[src/rtl/xint_pkg.sv]
`timescale 1ns/1ps
// Shared constants and types for the external interrupt edge detector.
// Assumes channel count never exceeds the register width.
package xint_pkg;
    parameter int XINT_CH_DEF   = 6;
    parameter int XINT_REG_W    = 8;
    parameter int XINT_ADDR_W   = 16;
    parameter logic [15:0] XINT_RISE_ADDR = 16'hFF48;
    parameter logic [15:0] XINT_FALL_ADDR = 16'hFF49;

    // Per-channel sensitivity, bit order {rising, falling}
    typedef enum logic [1:0] {
        MODE_OFF  = 2'b00,
        MODE_FALL = 2'b01,
        MODE_RISE = 2'b10,
        MODE_BOTH = 2'b11
    } edge_mode_e;
endpackage

[src/rtl/xint_sync.sv]
`timescale 1ns/1ps
// Two-flop synchronizer bank, one chain per channel.
// Assumes inputs are asynchronous single-bit levels; reset value is low.
module xint_sync #(
    parameter int NUM_CH = 6
) (
    input  logic              clk,
    input  logic              rst_n,
    input  logic [NUM_CH-1:0] pin_in,
    output logic [NUM_CH-1:0] lvl_sync
);
    for (genvar i = 0; i < NUM_CH; i++) begin : g_chain
        logic meta_q;
        logic stab_q;

        // Shift the raw level through two stages to settle metastability
        always_ff @(posedge clk) begin
            if (!rst_n) begin
                meta_q <= 1'b0;
                stab_q <= 1'b0;
            end else begin
                meta_q <= pin_in[i];
                stab_q <= meta_q;
            end
        end

        assign lvl_sync[i] = stab_q;
    end
endmodule

[src/rtl/xint_cfg_regs.sv]
`timescale 1ns/1ps
// Rising and falling sensitivity registers with byte and single-bit writes.
// Assumes NUM_CH < REG_W; upper bits are not stored and read back as zero.
// A byte write takes precedence over a bit write in the same cycle.
module xint_cfg_regs #(
    parameter int              NUM_CH    = 6,
    parameter int              REG_W     = 8,
    parameter int              ADDR_W    = 16,
    parameter int              IDX_W     = 3,
    parameter logic [ADDR_W-1:0] RISE_ADDR = 16'hFF48,
    parameter logic [ADDR_W-1:0] FALL_ADDR = 16'hFF49
) (
    input  logic              clk,
    input  logic              rst_n,
    input  logic [ADDR_W-1:0] bus_addr,
    input  logic              bus_wr_byte,
    input  logic              bus_wr_bit,
    input  logic [REG_W-1:0]  bus_wdata,
    input  logic [IDX_W-1:0]  bus_bit_idx,
    input  logic              bus_bit_set,
    output logic [NUM_CH-1:0] rise_en,
    output logic [NUM_CH-1:0] fall_en,
    output logic [REG_W-1:0]  bus_rdata
);
    logic              sel_rise;
    logic              sel_fall;
    logic [NUM_CH-1:0] rise_q;
    logic [NUM_CH-1:0] fall_q;
    logic [NUM_CH-1:0] rise_nxt;
    logic [NUM_CH-1:0] fall_nxt;

    assign sel_rise = (bus_addr == RISE_ADDR);
    assign sel_fall = (bus_addr == FALL_ADDR);

    // Compute the next register contents from the write strobes
    always_comb begin
        rise_nxt = rise_q;
        fall_nxt = fall_q;
        if (bus_wr_byte) begin
            if (sel_rise) rise_nxt = bus_wdata[NUM_CH-1:0];
            if (sel_fall) fall_nxt = bus_wdata[NUM_CH-1:0];
        end else if (bus_wr_bit) begin
            for (int i = 0; i < NUM_CH; i++) begin
                if (bus_bit_idx == IDX_W'(i)) begin
                    if (sel_rise) rise_nxt[i] = bus_bit_set;
                    if (sel_fall) fall_nxt[i] = bus_bit_set;
                end
            end
        end
    end

    // Hold the sensitivity bits, cleared by reset
    always_ff @(posedge clk) begin
        if (!rst_n) begin
            rise_q <= '0;
            fall_q <= '0;
        end else begin
            rise_q <= rise_nxt;
            fall_q <= fall_nxt;
        end
    end

    // Return the addressed register zero-extended, zero elsewhere
    always_comb begin
        if (sel_rise)      bus_rdata = REG_W'(rise_q);
        else if (sel_fall) bus_rdata = REG_W'(fall_q);
        else               bus_rdata = '0;
    end

    assign rise_en = rise_q;
    assign fall_en = fall_q;
endmodule

[src/rtl/xint_edge_det.sv]
`timescale 1ns/1ps
// Per-channel transition finder and request pulse generator.
// Assumes lvl_sync is already in the clock domain. The previous-level
// register tracks the input on every cycle, also while a channel is off,
// so enabling a channel never sees a stale difference as an edge.
module xint_edge_det #(
    parameter int NUM_CH = 6
) (
    input  logic              clk,
    input  logic              rst_n,
    input  logic [NUM_CH-1:0] lvl_sync,
    input  logic [NUM_CH-1:0] rise_en,
    input  logic [NUM_CH-1:0] fall_en,
    output logic [NUM_CH-1:0] irq_pulse
);
    import xint_pkg::*;

    for (genvar i = 0; i < NUM_CH; i++) begin : g_ch
        logic       prev_q;
        logic       irq_q;
        logic       went_up;
        logic       went_down;
        logic       fire;
        edge_mode_e mode;

        assign mode      = edge_mode_e'({rise_en[i], fall_en[i]});
        assign went_up   = lvl_sync[i] & ~prev_q;
        assign went_down = ~lvl_sync[i] & prev_q;

        // Decide whether this cycle's transition qualifies for a request
        always_comb begin
            case (mode)
                MODE_OFF:  fire = 1'b0;
                MODE_FALL: fire = went_down;
                MODE_RISE: fire = went_up;
                MODE_BOTH: fire = went_up | went_down;
                default:   fire = 1'b0;
            endcase
        end

        // Track the previous level and register the one-cycle request
        always_ff @(posedge clk) begin
            if (!rst_n) begin
                prev_q <= 1'b0;
                irq_q  <= 1'b0;
            end else begin
                prev_q <= lvl_sync[i];
                irq_q  <= fire;
            end
        end

        assign irq_pulse[i] = irq_q;
    end
endmodule

[src/rtl/xint_edge_unit.sv]
`timescale 1ns/1ps
// Top of the programmable external interrupt edge detector.
// Assumes a synchronous active-low reset and asynchronous pin inputs.
// Latency from a pin level stable at edge k to the request is two more edges.
module xint_edge_unit #(
    parameter int NUM_CH = xint_pkg::XINT_CH_DEF,
    parameter int REG_W  = xint_pkg::XINT_REG_W,
    parameter int ADDR_W = xint_pkg::XINT_ADDR_W,
    parameter logic [ADDR_W-1:0] RISE_ADDR = xint_pkg::XINT_RISE_ADDR,
    parameter logic [ADDR_W-1:0] FALL_ADDR = xint_pkg::XINT_FALL_ADDR
) (
    input  logic                      clk,
    input  logic                      rst_n,
    input  logic [NUM_CH-1:0]         pin_in,
    input  logic [ADDR_W-1:0]         bus_addr,
    input  logic                      bus_wr_byte,
    input  logic                      bus_wr_bit,
    input  logic [REG_W-1:0]          bus_wdata,
    input  logic [$clog2(REG_W)-1:0]  bus_bit_idx,
    input  logic                      bus_bit_set,
    output logic [REG_W-1:0]          bus_rdata,
    output logic [NUM_CH-1:0]         irq_pulse
);
    localparam int IDX_W = $clog2(REG_W);

    logic [NUM_CH-1:0] lvl_sync;
    logic [NUM_CH-1:0] rise_en_q;
    logic [NUM_CH-1:0] fall_en_q;

    xint_sync #(
        .NUM_CH (NUM_CH)
    ) sync_i (
        .clk      (clk),
        .rst_n    (rst_n),
        .pin_in   (pin_in),
        .lvl_sync (lvl_sync)
    );

    xint_cfg_regs #(
        .NUM_CH    (NUM_CH),
        .REG_W     (REG_W),
        .ADDR_W    (ADDR_W),
        .IDX_W     (IDX_W),
        .RISE_ADDR (RISE_ADDR),
        .FALL_ADDR (FALL_ADDR)
    ) regs_i (
        .clk         (clk),
        .rst_n       (rst_n),
        .bus_addr    (bus_addr),
        .bus_wr_byte (bus_wr_byte),
        .bus_wr_bit  (bus_wr_bit),
        .bus_wdata   (bus_wdata),
        .bus_bit_idx (bus_bit_idx),
        .bus_bit_set (bus_bit_set),
        .rise_en     (rise_en_q),
        .fall_en     (fall_en_q),
        .bus_rdata   (bus_rdata)
    );

    xint_edge_det #(
        .NUM_CH (NUM_CH)
    ) det_i (
        .clk       (clk),
        .rst_n     (rst_n),
        .lvl_sync  (lvl_sync),
        .rise_en   (rise_en_q),
        .fall_en   (fall_en_q),
        .irq_pulse (irq_pulse)
    );
endmodule

[config.mk]
export PLATFORM = sky130hd
export DESIGN_NAME = xint_edge_unit
export DESIGN_NICKNAME = d
export VERILOG_FILES = /design/src/rtl/xint_pkg.sv /design/src/rtl/xint_sync.sv /design/src/rtl/xint_cfg_regs.sv /design/src/rtl/xint_edge_det.sv /design/src/rtl/xint_edge_unit.sv
export SDC_FILE = /design/constraint.sdc
export NUM_CORES = 1
export LEC_CHECK = 0
export ABC_AREA = 0
export ABC_CLOCK_PERIOD_IN_PS = 3300
export BUFFER_PORTS_ARGS = -buffer_cell sky130_fd_sc_hd__buf_4
export CAP_MARGIN = 0
export CELL_PAD_IN_SITES_DETAIL_PLACEMENT = 1
export CELL_PAD_IN_SITES_GLOBAL_PLACEMENT = 1
export CORE_MARGIN = 1.5
export CORE_UTILIZATION = 38
export CTS_BUF_LIST = sky130_fd_sc_hd__clkbuf_2
export DETAILED_ROUTE_END_ITERATION = 12
export GPL_TIMING_DRIVEN = 0
export PLACE_DENSITY = 0.89
export SLEW_MARGIN = 0
export SYNTH_ARGS = -nofsm -noshare
export SYNTH_HDL_FRONTEND = slang
export SYNTH_HIERARCHICAL = 1
export SYNTH_SLANG_ARGS = --single-unit
[constraint.sdc]
create_clock -name clk -period 3.3 [get_ports clk]
set_input_delay 0.66 -clock clk [delete_from_list [all_inputs] [get_ports clk]]
set_output_delay 0.66 -clock clk [all_outputs]
set_load 0.02 [all_outputs]
==> flow_summary.toml, run 1 <==
[run_status]
status = "completed"

[grt]
track_usage_pct = 18.6
grt_pass1_vias = 1680
grt_max_degree = 13
grt_overflow_total = 0
grt_pass1_wl_um = 7360
antenna_found_initial = 0

[drt]
m1WireLength_um = 1820
drt_pass1_iterations = 4
postRouteWirelength_um = 4360
via_per_inst = 4.93
drc = 0
wire_per_inst_um = 13.5
drt_iter0_markers = 48
vias = 1587
postRouteAntennaNets = 0
wl_met2_um = 2350
met3_wirelength_um = 144
routed.top_layer = "met4"

[logic_synthesis]
synth_top_family_by_area = "simple AND/OR/NAND/NOR gates"
synth-compound-area-share_pct = 16.0
synth_mux_area_share_pct = 3.23
synth_area_um2 = 1860
yosysWarnings = 6
synth_most_common_cell = "dfxtp_1"
syn_inst = 200
yosysTopAreaCellShare_pct = 38.8
avgSynthCellArea_um2 = 9.29
synth.area.top_cells = "dfxtp_1, ha_1, buf_4, a21oi_1, o21ai_0"
synthFlopType = "dfxtp_1"
synth_edf_count = 0
synthSimpleGateAreaFrac_pct = 23.0
synth_commonest_cells = "dfxtp_1, a21oi_1, nor2_1, o21ai_0, buf_4"
synth_xor_area_share_pct = 0
synth_area_leader_cell = "dfxtp_1"
synth_cell_types = 30
async_flop_share_pct = 0
synth.ff_latch_count = 36
seq_area_frac_synth_pct = 38.8
synth-adder-area-share_pct = 8.08

[setup_path]
critPathMostFrequentCell = "buf_4"
cp_data_arrival_time_ns = 2.44
cp_slowest_cell = "or4b_4"
critPathLaunchType = "input port"
worst_ep_required_time_ns = 2.64
crit_chain = "buf_4, or4b_4, nor4_2, buf_2, a22o_1, buf_4"
cp-end-kind = "output port"
max_stage_delay_ns = 0.57
path_class = "input port to output port"
crit_fanout = 10

[power]
pwr-share-comb_pct = 12.0
seqPwrFrac_pct = 53.9
switching_share_pct = 24.4
clockPowerShare_pct = 34.1
p_leak_uw = 0.000993
power.density_nw_per_um2 = 351
power_switching_uw = 202
ir_worst_vdd_mv = 0.213
p_int_uw = 627

[sta]
worst_pin_slew_ns = 0.575
rsz0062_at_grt = "false"
whs_ns = 0.448
worst_slack_ns = 0.204
slew_headroom_pct = 61.7
finalClockSkew_ns = 0.0245
min_period_ns = 3.10
period_share_pct = 93.8
finalSetupViolations = 0
hold_violations = 0
max_freq_mhz = 323
setup-tns-final_ns = 0
maxSlewViolCount = 0

[clock_network]
clk_latency_ns = 0.41
cts-resized-gates = 0
cts.sinks = 36
cts_tree = "built"
clk_pin_slew_worst_paths_ns = 0.20
post_cts_buffers = 0
cts-root-buf = "clkbuf_2"
cts_hold_buf = 0
max-clock-path-buffers = 2
numCtsBuffers = 5
ctsHtreeMaxLevel = 2

[place]
place_inst = 314
port_buffers = 46
dp_hpwl_um = 3360
place_area_um2 = 2290
place_ws_ns = 0.199
gp_congestion = 0.784

[flow_run]
maxCapViolCount = 0

[layout]
layoutNonFillerInstCount = 322
fillers = 577
finalNetCount = 304
antenna_cells = 0
postLayoutCellArea_um2 = 2360
drive_gt1_share_pct = 37.3
area.growth.synth_to_final_pct = 26.9

[floorplan]
die_w_um = 72.9
num_rows = 25
ios = 52
die_h_um = 72.9
coreArea_um2 = 4720
dieArea_um2 = 5320
initial_core_util_pct = 39.3

[min_path]
min_path_type = "input port to register"
-- layer usage --
metal  global-route usage, %  vias to the layer above
met3                    5.94                        4
met1                    20.3                      772
li1                        -                      785
met4                    6.29                        0
met2                    33.8                       26
met5                       0                        -
-- flip-flops by register name, indices dropped and copies added (netlist names) --
name                   cells
det_i/g_ch.prev_q          6
regs_i/rise_en             6
regs_i/fall_en             6
sync_i/g_chain.stab_q      6
det_i/g_ch.irq_q           6
sync_i/g_chain.meta_q      6
-- stage by stage --
| stage | power (µW) | utilization [%] |
|---|---|---|
| floorplan | 507 | - |
| global placement | 551 | 48.5 |
| detailed placement | 555 | 48.5 |
| CTS | 844 | 49.9 |
| global route | 870 | 49.9 |
| finish | 829 | 49.9 |
-- worst paths after layout --
path                                                     startpoint                             endpoint  slack (ns)  cells after the start
worst max-delay path                                    bus_addr[4]                         bus_rdata[1]        0.20                      6
worst min-delay path                                      pin_in[1]  sync_i/g_chain[1].meta_q$_SDFF_PN0_        0.45                      2
worst max register to register  sync_i/g_chain[1].stab_q$_SDFF_PN0_       det_i/g_ch[1].irq_q$_SDFF_PN0_        2.01                      5
worst min register to register  sync_i/g_chain[2].meta_q$_SDFF_PN0_  sync_i/g_chain[2].stab_q$_SDFF_PN0_        0.46                      1
-- worst max-delay path: cells and delay by family --
kind                   cells  cell delay, ns
AO/OA/AOI/OAI              1            0.18
AND/OR/NAND/NOR            2            1.02
buffers and inverters      3            0.58
-- layout make-up --
cell class	count	area (µm²)	share of cell area, %
multi-input combinational	131	943	40.0
sequential	36	721	30.6
timing repair buffer	46	345	14.6
buffer	21	149	6.31
tap	67	83.8	3.55
inverter	13	48.8	2.07
clock inverter	3	42.5	1.80
clock buffer	5	25.0	1.06
-- cells in the final DEF, fill, tap and decap left out, types with 3 or more instances in the layout --
master / n
nor2_1: 18
buf_4: 60
ha_1: 12
nand2b_1: 11
clkbuf_2: 5
inv_1: 12
mux2i_1: 6
clkbuf_1: 3
nor4bb_1: 3
a22o_1: 6
o21ai_0: 18
dfxtp_1: 36
or2_2: 6
and2_1: 4
a21oi_1: 18
and2_2: 8
a311oi_1: 4
-- cell families (layout without fill, tap and decap cells) --
family,Yosys count,after routing
buffers and inverters,34,88
other,1,2
DFF,36,36
and+or+nand+nor,63,63
muxes,6,6
AOI/OAI and AO/OA,48,48
adders and majority gates,12,12
-- power groups by stage --
stage               clock network (µW)  registers (µW)  logic [µW]
floorplan                            0             455        52.3
finish                             283             446        99.4
detailed placement                   0             456        99.8
global placement                     0             455        95.4
global route                       313             448         110
CTS                                297             447         101
No activity file was read; power rests on OpenSTA's default activity.
==> inputs of run 2 (changes only) <==
GPL_TIMING_DRIVEN = 1   (was 0)
RECOVER_POWER = 50   (was not set)
==> run 2 against run 1 <==
Against the previous run: global-route usage shrank 2.1 points; via count down 7.1%; critical endpoint unchanged; worst hold slack better by 0.0057 ns; critical path type unchanged; power is 14% lower.
==> flow_summary.toml, run 2 (same netlist as run 1, synthesis figures left out) <==
[sta]
min_period_ns = 2.83
maxSlewViolCount = 0
slew_headroom_pct = 45.9
finalSetupViolations = 0
max_freq_mhz = 354
finalClockSkew_ns = 0.0144
worst_slack_ns = 0.471
period_share_pct = 85.7
worst_pin_slew_ns = 0.812
rsz0062_at_grt = "false"
setup-tns-final_ns = 0
hold_violations = 0

[layout]
antenna_cells = 0
final_cell_mix = "buf_4, dfxtp_1, nor2_1, a21oi_1, o21ai_0"
finalNetCount = 286
layoutNonFillerInstCount = 303
final_common_cell = "buf_4"
area.growth.synth_to_final_pct = 17.4
drive_gt1_share_pct = 30.9
fillers = 582

[drt]
via_per_inst = 4.87
drt_iter0_markers = 33
drc = 0
postRouteWirelength_um = 4110
postRouteAntennaNets = 0
vias = 1475
drt_pass1_iterations = 6
wire_per_inst_um = 13.6

[floorplan]
initial_core_util_pct = 39.3
ios = 52
die_h_um = 72.9
num_rows = 25
die_w_um = 72.9
dieArea_um2 = 5320
coreArea_um2 = 4720

[setup_path]
crit_chain = "buf_4, or4b_4, nor4_2, buf_4, a22o_1, buf_4"
max_stage_delay_ns = 0.56
cp-end-kind = "output port"
crit_fanout = 12
cp_slowest_cell = "or4b_4"
worst_ep_required_time_ns = 2.64
cp_num_buf_inv = 3
cp_data_arrival_time_ns = 2.17
critPathMostFrequentCell = "buf_4"
path_class = "input port to output port"
critPathLaunchType = "input port"
crit_family = "simple AND/OR/NAND/NOR gates"

[clock_network]
cts_hold_buf = 0
cts_tree = "built"
ctsHtreeMaxLevel = 2
cts-resized-gates = 0
clk_pin_slew_worst_paths_ns = 0.15
max-clock-path-buffers = 2
cts.sinks = 36
post_cts_buffers = 0
cts-root-buf = "clkbuf_2"
clk_latency_ns = 0.36
numCtsBuffers = 5

[grt]
grt_max_degree = 26
grt_pass1_wl_um = 6730
track_usage_pct = 16.5
grt_overflow_total = 0
antenna_found_initial = 0
grt_pass1_vias = 1468

[power]
ir_worst_vdd_mv = 0.210
power.density_nw_per_um2 = 326
p_total_uw = 712
p_leak_uw = 0.000887

[flow_run]
maxCapViolCount = 0

[min_path]
min_path_type = "register to register"

[run_status]
status = "completed"

[place]
place_inst = 296
gp_congestion = 0.733
dp_hpwl_um = 3100
port_buffers = 47
place_ws_ns = 0.471
[run 2: cell types whose count changed in the layout (fill, tap and decap cells not counted), moves of 2 or more]
cell,before,now
a311oi_1,4,6
buf_2,2,0
a311oi_2,2,0
buf_6,2,0
clkinv_1,0,2
clkbuf_1,3,1
buf_4,60,48
[run 2: report_power, final]
| group | switching, µW | leakage (µW) | internal (µW) | total [µW] |
|---|---|---|---|---|
| logic | 39.3 | 0.000570 | 48.6 | 87.9 |
| clock network | 133 | 0.0000239 | 43.8 | 177 |
| registers | 3.43 | 0.000293 | 444 | 447 |
| total | 176 | 0.000887 | 536 | 712 |
[run 2: routing by layer]
metal,GRT usage [%],up-vias,part of all wire [%]
met2,29.6,29,51
met1,19.1,695,45
li1,-,747,-
met5,0,-,0
met4,4.82,0,0.92
met3,4.70,4,3.0
[run 2: worst paths after layout]
path,startpoint,to,slack [ns],cells after the start
setup reg to reg,sync_i/g_chain[1].stab_q$_SDFF_PN0_,det_i/g_ch[1].irq_q$_SDFF_PN0_,2.00,4
setup / recovery,bus_addr[4],bus_rdata[1],0.47,6
hold reg to reg,sync_i/g_chain[2].meta_q$_SDFF_PN0_,sync_i/g_chain[2].stab_q$_SDFF_PN0_,0.45,1
hold / removal,sync_i/g_chain[2].meta_q$_SDFF_PN0_,sync_i/g_chain[2].stab_q$_SDFF_PN0_,0.45,1
[run 2: layout make-up]
cell class	instances	area (µm²)	area share, %
Sequential cell	36	721	33.0
Clock buffer	5	25.0	1.15
Timing Repair Buffer	49	364	16.7
Clock inverter	2	7.51	0.344
Tap cell	67	83.8	3.84
Multi-Input combinational cell	131	931	42.7
Inverter	13	48.8	2.24
[run 2: per-stage QoR]
step,utilization [%],hold WS [ns],area (µm²)
after global placement,45.8,0.414,2160
after detailed placement,45.8,0.422,2160
final,46.2,0.454,2180
after CTS,46.5,0.457,2200
after global routing,46.2,0.452,2180
after floorplan,-,0.412,1860
[run 2: worst register-to-register path, delay by kind of cell, from the launching register on]
| family | cells | cell delay [ns] |
|---|---|---|
| adder cells (fa/ha/maj) | 1 | 0.29 |
| flip-flops | 1 | 0.39 |
| AO/OA/AOI/OAI | 1 | 0.32 |
| buffers and inverters | 1 | 0.07 |
| AND/OR/NAND/NOR | 1 | 0.14 |
